[src/rtl/srg_pkg.sv]
package srg_pkg;
  // Width of one ramp level; all values are in clock cycles.
  function automatic int unsigned srg_step_width(input int unsigned ton,
                                                 input int unsigned cnt,
                                                 input int unsigned step_cyc,
                                                 input int unsigned steps);
    int unsigned tenth;
    int unsigned lvl;
    int unsigned v;
    tenth = ton / 10;
    if (cnt >= step_cyc * steps) return ton;
    lvl = cnt / step_cyc;
    if (lvl == 0) return tenth;
    v = (ton * (lvl + 1)) / steps;
    return (v < tenth) ? tenth : v;
  endfunction
endpackage

[src/rtl/srg_ramp.sv]
module srg_ramp #(
  parameter int CW       = 12,
  parameter int STEP_CYC = 16,
  parameter int STEPS    = 8
) (
  input  logic          clk,
  input  logic          rst_n,
  input  logic          en,
  input  logic          pri_hi,
  input  logic [CW-1:0] ton,
  output logic [CW-1:0] width_o,
  output logic          done_o
);
  import srg_pkg::*;
  localparam int TOTAL = STEP_CYC * STEPS;
  localparam int RW    = $clog2(TOTAL + 1);

  logic          hi_q;
  logic [RW-1:0] cnt_q;
  logic          hi_rise;

  assign hi_rise = pri_hi & ~hi_q;
  assign done_o  = (cnt_q == RW'(TOTAL));
  assign width_o = CW'(srg_step_width(32'(ton), 32'(cnt_q),
                                      STEP_CYC, STEPS));

  always_ff @(posedge clk or negedge rst_n) begin
    if (!rst_n) begin
      hi_q  <= 1'b0;
      cnt_q <= '0;
    end else begin
      hi_q <= pri_hi;
      if (!en)
        cnt_q <= '0;
      else if (hi_rise && (cnt_q < RW'(TOTAL)))
        cnt_q <= cnt_q + 1'b1;
    end
  end


  ramp_monotonic_chk: assert property (@(posedge clk) disable iff (!rst_n)
    en |=> (cnt_q >= $past(cnt_q)));

  ramp_hold_chk: assert property (@(posedge clk) disable iff (!rst_n)
    (done_o && en) |=> done_o);

  ramp_clear_chk: assert property (@(posedge clk) disable iff (!rst_n)
    !en |=> !done_o);
endmodule

[src/rtl/srg_chan.sv]
module srg_chan #(
  parameter int CW = 12
) (
  input  logic          clk,
  input  logic          rst_n,
  input  logic          en,
  input  logic          pri,
  input  logic          ccm,
  input  logic [CW-1:0] p_width,
  input  logic [CW-1:0] adv,
  input  logic [CW-1:0] dly,
  input  logic [CW-1:0] width,
  output logic          gate_o
);
  logic          pri_q;
  logic [CW-1:0] e_q;
  logic [CW-1:0] e_now;
  logic [CW-1:0] d_eff;
  logic          rise;
  logic          in_on;
  logic          before_adv;
  logic          gate_d;
  logic          gate_q;

  assign rise       = pri & ~pri_q;
  assign e_now      = rise ? '0 : ((&e_q) ? e_q : e_q + 1'b1);
  assign d_eff      = ccm ? dly : '0;
  assign in_on      = (e_now >= d_eff) &&
                      ({1'b0, e_now} < ({1'b0, d_eff} + {1'b0, width}));
  assign before_adv = ({1'b0, e_now} + {1'b0, adv}) < {1'b0, p_width};
  assign gate_d     = en & pri & in_on & before_adv;
  assign gate_o     = gate_q;

  always_ff @(posedge clk or negedge rst_n) begin
    if (!rst_n) begin
      pri_q  <= 1'b0;
      e_q    <= '0;
      gate_q <= 1'b0;
    end else begin
      pri_q  <= pri;
      e_q    <= e_now;
      gate_q <= gate_d;
    end
  end


  gate_in_primary_chk: assert property (@(posedge clk) disable iff (!rst_n)
    !pri |=> !gate_q);

  ccm_delay_chk: assert property (@(posedge clk) disable iff (!rst_n)
    (rise && ccm && (dly != '0)) |=> !gate_q);
endmodule

[src/rtl/srg_gate_timer.sv]
module srg_gate_timer #(
  parameter int CW       = 12,
  parameter int STEP_CYC = 16,
  parameter int STEPS    = 8
) (
  input  logic          clk,
  input  logic          rst_n,
  input  logic          sr_en,
  input  logic          ccm_mode,
  input  logic          pri_hi,
  input  logic          pri_lo,
  input  logic [CW-1:0] pri_width,
  input  logic [CW-1:0] ton_nom,
  input  logic [CW-1:0] adv_cnt,
  input  logic [CW-1:0] dly_cnt,
  output logic          sr_hi,
  output logic          sr_lo,
  output logic          ramp_done
);
  localparam int NCH = 2;

  logic [CW-1:0]  width_w;
  logic [NCH-1:0] pri_v;
  logic [NCH-1:0] gate_w;

  assign pri_v = {pri_lo, pri_hi};

  srg_ramp #(.CW(CW), .STEP_CYC(STEP_CYC), .STEPS(STEPS)) u_ramp (
    .clk(clk), .rst_n(rst_n), .en(sr_en), .pri_hi(pri_hi),
    .ton(ton_nom), .width_o(width_w), .done_o(ramp_done));

  for (genvar g = 0; g < NCH; g++) begin : g_ch
    srg_chan #(.CW(CW)) u_ch (
      .clk(clk), .rst_n(rst_n), .en(sr_en), .pri(pri_v[g]),
      .ccm(ccm_mode), .p_width(pri_width), .adv(adv_cnt),
      .dly(dly_cnt), .width(width_w), .gate_o(gate_w[g]));
  end

  assign sr_hi = gate_w[0] & sr_en;
  assign sr_lo = gate_w[1] & sr_en;


  no_overlap_chk: assert property (@(posedge clk) disable iff (!rst_n)
    !(sr_hi && sr_lo));
endmodule

[config.mk]
export PLATFORM = sky130hd
export DESIGN_NAME = srg_gate_timer
export DESIGN_NICKNAME = d
export VERILOG_FILES = /design/src/rtl/srg_pkg.sv /design/src/rtl/srg_ramp.sv /design/src/rtl/srg_chan.sv /design/src/rtl/srg_gate_timer.sv
export SDC_FILE = /design/constraint.sdc
export NUM_CORES = 1
export LEC_CHECK = 0
export BUFFER_PORTS_ARGS = -buffer_cell sky130_fd_sc_hd__buf_2
export CELL_PAD_IN_SITES_DETAIL_PLACEMENT = 2
export CELL_PAD_IN_SITES_GLOBAL_PLACEMENT = 2
export CORE_MARGIN = 4
export CORE_UTILIZATION = 42
export CTS_CLUSTER_SIZE = 12
export DETAILED_ROUTE_END_ITERATION = 10
export PLACE_DENSITY_LB_ADDON = 0.1
export SLEW_MARGIN = 20
export SYNTH_ARGS = -nofsm -noshare
export SYNTH_HDL_FRONTEND = slang
export SYNTH_HIERARCHICAL = 1
export SYNTH_SLANG_ARGS = --single-unit
[constraint.sdc]
create_clock -name clk -period 14.7 [get_ports clk]
set_clock_uncertainty 0.05 [all_clocks]
set_input_delay 2.205 -clock clk [delete_from_list [all_inputs] [get_ports clk]]
set_output_delay 2.205 -clock clk [all_outputs]
set_load 0.1 [all_outputs]
==> impl_metrics.yaml, run 1 <==
status:
  outcome: "finished clean"
cts:
  post_cts_buffers: 0
  cts_tree: "done"
  clockRootBuffer: "clkbuf_16"
  clk_latency_ns: 0.30
  clkSlewWorstSetupHoldPaths_ns: 0.07
  numCtsBuffers: 5
  hold_buffers: 0
  ctsResizeCount: 0
  clk_path_buf_depth: 2
  clock_sinks: 37
  htreeDepth: 2
logic_synthesis:
  ys_seq_area_frac: 0.0877
  synth_flop_cell: "dfrtp_1"
  synthArstFlopShare: 1.00
  synth_compound_area_frac: 0.274
  synth_top_area_cell: "ha_1"
  synth.distinct_cells: 128
  synth.area.top_cells: "ha_1 (19%), dfrtp_1 (8.8%), fa_1 (6.5%), nand2_1 (4.7%), inv_1 (4.3%)"
  synth_edf_count: 0
  synth_area_per_cell_sq_um: 7.82
  yosys.area_share.simple: 0.229
  netlist.area_leader.share: 0.187
  synthAdderAreaFrac: 0.258
  synth_mux_area_frac: 0.0151
  synth_fp_nets: 1596
  ys_ff_latch: 37
  synth_top_family_by_area: "compound AO/OA/AOI/OAI gates"
  syn-instance-count: 1350
  synth_common_cells: "ha_1 (158), nand2_1 (131), inv_1 (120)"
  synth_xor_xnor_area_share: 0.0676
  syn_area_sq_mm: 0.0106
  yosysMostFrequentCell: "ha_1"
  yosysWarnings: 6
hold_path:
  hold_class: "flip-flop to flip-flop"
  min_to: "u_ramp/cnt_q[1]"
  hold_path_depth: 2
  worstHoldStart: "u_ramp/cnt_q[1]"
timing:
  rsz0062_at_grt: "no"
  finalSetupTns_ns: 0
  worst_slack_ns: 2.32
  min_period_ns: 12.38
  max_slew_margin: 0.314
  setup_viol: 0
  worst_pin_slew_ns: 1.02
  period_share: 0.842
  max_freq_ghz: 0.0808
  hold_viol_final: 0
  slew_viol_final: 0
drt:
  postRouteAntennaNets: 0
  drt_first_pass_iters: 5
  num_vias: 10500
  route.detailed.drc: 0
  drtIter0Drc: 382
  avgViaCountPerCell: 6.22
  wl_per_cell_microns: 23.2
  wirelength_microns: 39400
placement:
  portBuffers: 56
  post-place-ws_ns: 2.27
  place_congestion: 0.913
  dpl.hpwl_microns: 32400
worst_setup_path:
  cp_max_fo: 34
  crit_path_max_incr_delay_ns: 0.74
  slowest_stage: "o21ai_1"
  crit_arrival_ns: 12.54
  criticalPathCategory: "input port to flip-flop"
  reg2reg_from: "u_ramp/cnt_q[4]"
  start_kind: "input port"
  timing.rr.end: "g_ch[0].u_ch/gate_o"
  ff2ff_path_depth: 39
  cpMostUsedCell: "ha_1"
  rrSetupSlack_ns: 3.42
  critical_path_required_ns: 14.86
  critPathCaptureType: "flip-flop"
global_route:
  grt_pass1_wl_microns: 62500
  antenna_found_initial: 0
  grt_overflow_total: 0
  grt_max_degree: 43
  first_global_vias: 11500
  grt.total_usage: 0.275
die:
  die_w_microns: 167
  die_h_microns: 167
  core_sq_mm: 0.0245
  start_util: 0.430
  row_count: 57
  die_area_sq_mm: 0.0277
  num_io_pins: 57
finish:
  utilization: 0.455
  nFillCells: 2890
  synthToLayoutAreaGrowth_pct: 5.86
  drive_above_1_share: 0.105
  layout.nets: 1614
  diodes: 0
power_and_ir_drop:
  p_leak_nw: 5.41
  ir_worst_vdd_uv: 42.3
  power.total_uw: 819
  p_per_area_mw_per_mm2: 73.3
job:
  cap_violations: 0
[placed cells by master, fill, tap and decap left out, drive strengths merged, types with 13 or more instances in the layout]
cell type / Yosys / routed
dfrtp: 37 / 37
a21o: 26 / 26
a21oi: 91 / 91
o21ai: 66 / 66
fa: 34 / 34
ha: 158 / 158
buf: 24 / 60
nor3: 35 / 35
a2111oi: 17 / 17
xor2: 29 / 29
o211ai: 13 / 13
nor2: 92 / 92
inv: 126 / 127
o21bai: 17 / 17
nor2b: 23 / 23
nand3: 31 / 31
xnor2: 49 / 49
a211oi: 19 / 19
nand2: 133 / 133
nand2b: 16 / 16
nand4: 13 / 13
and2: 43 / 43
[through the flow]
| step | hold WS [ns] | std cells | instance area, sq um |
|---|---|---|---|
| 6_report | 0.571 | 1693 | 11200 |
| 5_1_grt | 0.619 | 1693 | 11200 |
| 3_3_place_gp | 0.545 | 1685 | 11000 |
| 4_1_cts | 0.588 | 1693 | 11200 |
| 2_1_floorplan | 0.466 | 1350 | 10600 |
| 3_5_place_dp | 0.577 | 1685 | 11000 |
[critical path: cells and delay by family]
family	cells	cell delay, ns
adder cells (fa/ha/maj)	5	1.32
XOR/XNOR	1	0.22
AND/OR/NAND/NOR	12	2.66
buffers and inverters	3	0.41
AO/OA/AOI/OAI	21	5.73
[kinds of logic (layout without fill, tap and decap cells)]
| logic type | count (synthesis) | in the layout |
|---|---|---|
| and+or+nand+nor | 459 | 459 |
| AOI/OAI and AO/OA | 385 | 385 |
| adders and majority gates | 198 | 198 |
| buffers and inverters | 177 | 196 |
| xor gates and xnor gates | 79 | 79 |
| DFF | 37 | 37 |
| muxes | 15 | 15 |
[final cells by class]
| class | count | area (sq um) | share of cell area |
|---|---|---|---|
| Timing Repair Buffer | 60 | 310 | 0.0278 |
| Clock buffer | 5 | 125 | 0.0112 |
| Inverter | 128 | 480 | 0.0430 |
| Sequential cell | 37 | 926 | 0.0829 |
| Multi-Input combinational cell | 1136 | 8900 | 0.797 |
| Clock inverter | 3 | 25.0 | 0.00224 |
| Tap cell | 324 | 405 | 0.0363 |
[how the worst max path moves through the flow]
stage | slack [ns] | endpoint | from
2_1_floorplan | 4.24 | g_ch[0].u_ch/gate_o | ton_nom[10]
3_3_place_gp | 2.86 | g_ch[0].u_ch/gate_o | ton_nom[9]
3_5_place_dp | 2.27 | g_ch[0].u_ch/gate_o | ton_nom[9]
4_1_cts | 2.36 | g_ch[0].u_ch/gate_o | ton_nom[9]
5_1_grt | 1.56 | g_ch[0].u_ch/gate_o | ton_nom[9]
6_report | 2.32 | g_ch[0].u_ch/gate_o | ton_nom[9]
[registers in the layout (all words and copies together) (netlist names)]
name              count
g_ch.u_ch/e_q        24
u_ramp/cnt_q          8
g_ch.u_ch/gate_o      2
g_ch.u_ch/pri_q       2
u_ramp/hi_q           1
[per-layer routing]
metal	vias up	wire length, microns	track usage
met3	78	994	0.0168
met2	207	20600	0.527
met5	-	0	0
li1	4944	-	-
met1	5306	16300	0.322
met4	0	1460	0.0943
[where the power goes]
part / internal (mW) / total (mW) / leakage (nW) / switching (mW)
clock network: 0.0639 / 0.115 / 0.0704 / 0.0510
registers: 0.111 / 0.121 / 0.499 / 0.0106
logic: 0.226 / 0.582 / 4.85 / 0.356
total: 0.401 / 0.819 / 5.41 / 0.418
(Power assumes the default switching activity.)
==> run 2: changes to the inputs <==
- CORE_UTILIZATION: 42 -> 39
- clock period: 14.7 -> 11.46 ns (I/O delays scaled with it)
==> run 2 against run 1 <==
- cell count is 2.1% higher
- via count decreased by 0.36%
- largest cell class unchanged
- cell area increased by 2.3%
- sequential cell count unchanged
- global-route usage down 0.97 points
- total power grew 29%
- largest power group unchanged
- worst hold slack worse by 0.015 ns
- sequential power grew 28%
- register-to-register slack worse by 2.5 ns
- clock power up 26%
- sequential share of layout area decreased by 0.18 points
- critical path depth grew 2
==> impl_metrics.yaml, run 2 (synthesis gave the netlist of run 1 again) <==
placement:
  portBuffers: 56
  place_congestion: 0.860
  dp_cells: 1720
  post-place-ws_ns: -0.201
  dpl.hpwl_microns: 32800
power_and_ir_drop:
  p_per_area_mw_per_mm2: 92.6
  ir_worst_vdd_uv: 53.0
  p_leak_nw: 5.55
  power.total_mw: 1.06
drt:
  avgViaCountPerCell: 6.07
  drtIter0Drc: 403
  route.detailed.drc: 0
  wirelength_microns: 39500
  wl_per_cell_microns: 22.9
  drt_first_pass_iters: 5
  num_vias: 10500
  postRouteAntennaNets: 0
timing:
  rsz0062_at_grt: "no"
  worst_pin_slew_ns: 0.941
  setup_viol: 0
  hold_viol_final: 0
  worst_slack_ns: 0.523
  max_slew_margin: 0.372
  finalSetupTns_ns: 0
  min_period_ns: 10.94
  slew_viol_final: 0
  period_share: 0.954
  max_freq_ghz: 0.0914
finish:
  layout.nets: 1639
  drive_above_1_share: 0.127
  synthToLayoutAreaGrowth_pct: 8.25
  largest_reg_flops: 24
  top_register: "g_ch.u_ch/e_q"
  largestRegisters: "g_ch.u_ch/e_q (24), u_ramp/cnt_q (8)"
  finalNonFillerCells: 1729
  diodes: 0
  layout_commonest_cell: "ha_1"
  final_cell_mix: "ha_1 (158), nand2_1 (131), inv_1 (120)"
worst_setup_path:
  critPathCaptureType: "flip-flop"
  crit_path_max_incr_delay_ns: 0.63
  critical_path_required_ns: 11.62
  cpMostUsedCell: "ha_1"
  crit_arrival_ns: 11.10
  criticalPathCategory: "input port to flip-flop"
  cp_max_fo: 13
  crit_buf_inv: 5
  start_kind: "input port"
  slowest_stage: "a2111oi_0"
  path_delay_family: "compound AO/OA/AOI/OAI gates"
cts:
  clockRootBuffer: "clkbuf_16"
  numCtsBuffers: 5
  clkSlewWorstSetupHoldPaths_ns: 0.07
  cts_tree: "done"
  htreeDepth: 2
  clk_path_buf_depth: 2
  clk_latency_ns: 0.29
  clock_sinks: 37
global_route:
  grt_pass1_wl_microns: 62600
  grt_overflow_total: 0
  antenna_found_initial: 0
  grt.total_usage: 0.265
  grt_max_degree: 42
  first_global_vias: 11500
die:
  row_count: 59
  core_sq_mm: 0.0264
  die_area_sq_mm: 0.0298
  die_w_microns: 172
  num_io_pins: 57
  start_util: 0.400
  die_h_microns: 172
job:
  cap_violations: 0
status:
  outcome: "finished clean"
hold_path:
  hold_class: "flip-flop to flip-flop"
run 2: worst min-delay path, delay by kind of cell (launching register included):
kind	cells	cell delay (ns)
DFF	1	0.41
AOI/OAI and AO/OA	2	0.15
run 2: metrics by stage:
step	hold WS, ns	utilization	area, sq um
floorplan	0.466	-	10600
global placement	0.547	0.426	11200
detailed placement	0.549	0.426	11200
CTS	0.559	0.431	11400
global route	0.603	0.433	11400
finish	0.556	0.433	11400
run 2: worst paths after layout:
kind                                        to  cells past startpoint            start  slack (ns)
max in group asynchronous  g_ch[1].u_ch/e_q[7]                      1            rst_n        9.24
min reg2reg                    u_ramp/cnt_q[1]                      2  u_ramp/cnt_q[1]        0.56
min                            u_ramp/cnt_q[1]                      2  u_ramp/cnt_q[1]        0.56
min in group asynchronous  g_ch[0].u_ch/e_q[9]                      1            rst_n        1.51
max reg2reg                g_ch[0].u_ch/gate_o                     41  u_ramp/cnt_q[4]        0.96
max                        g_ch[0].u_ch/gate_o                     44       ton_nom[9]        0.52
run 2: area by class of cell:
type	count	area (sq um)
fill	3113	14900
multi-input combinational	1136	8950
sequential	37	926
timing repair buffer	85	498
inverter	128	480
tap	335	419
clock buffer	5	125
clock inverter	3	25.0
run 2: report_power, final:
group	leakage [nW]	switching, mW	internal, mW
logic	4.98	0.456	0.301
registers	0.499	0.0135	0.142
clock network	0.0708	0.0625	0.0822
total	5.55	0.532	0.526
run 2: per-layer routing:
layer,part of all wire,GRT usage,up-vias,wire (microns)
met5,0,0,-,0
met4,0.035,0.0913,0,1390
met3,0.021,0.0117,56,829
met2,0.52,0.509,170,20600
met1,0.42,0.312,5271,16800
li1,-,-,5000,-
run 2: what timing repair did:
action	CTS	global route
hold buffers	0	0
gates resized for setup	0	12
setup buffers	0	1
endpoints found under the setup margin	0	2
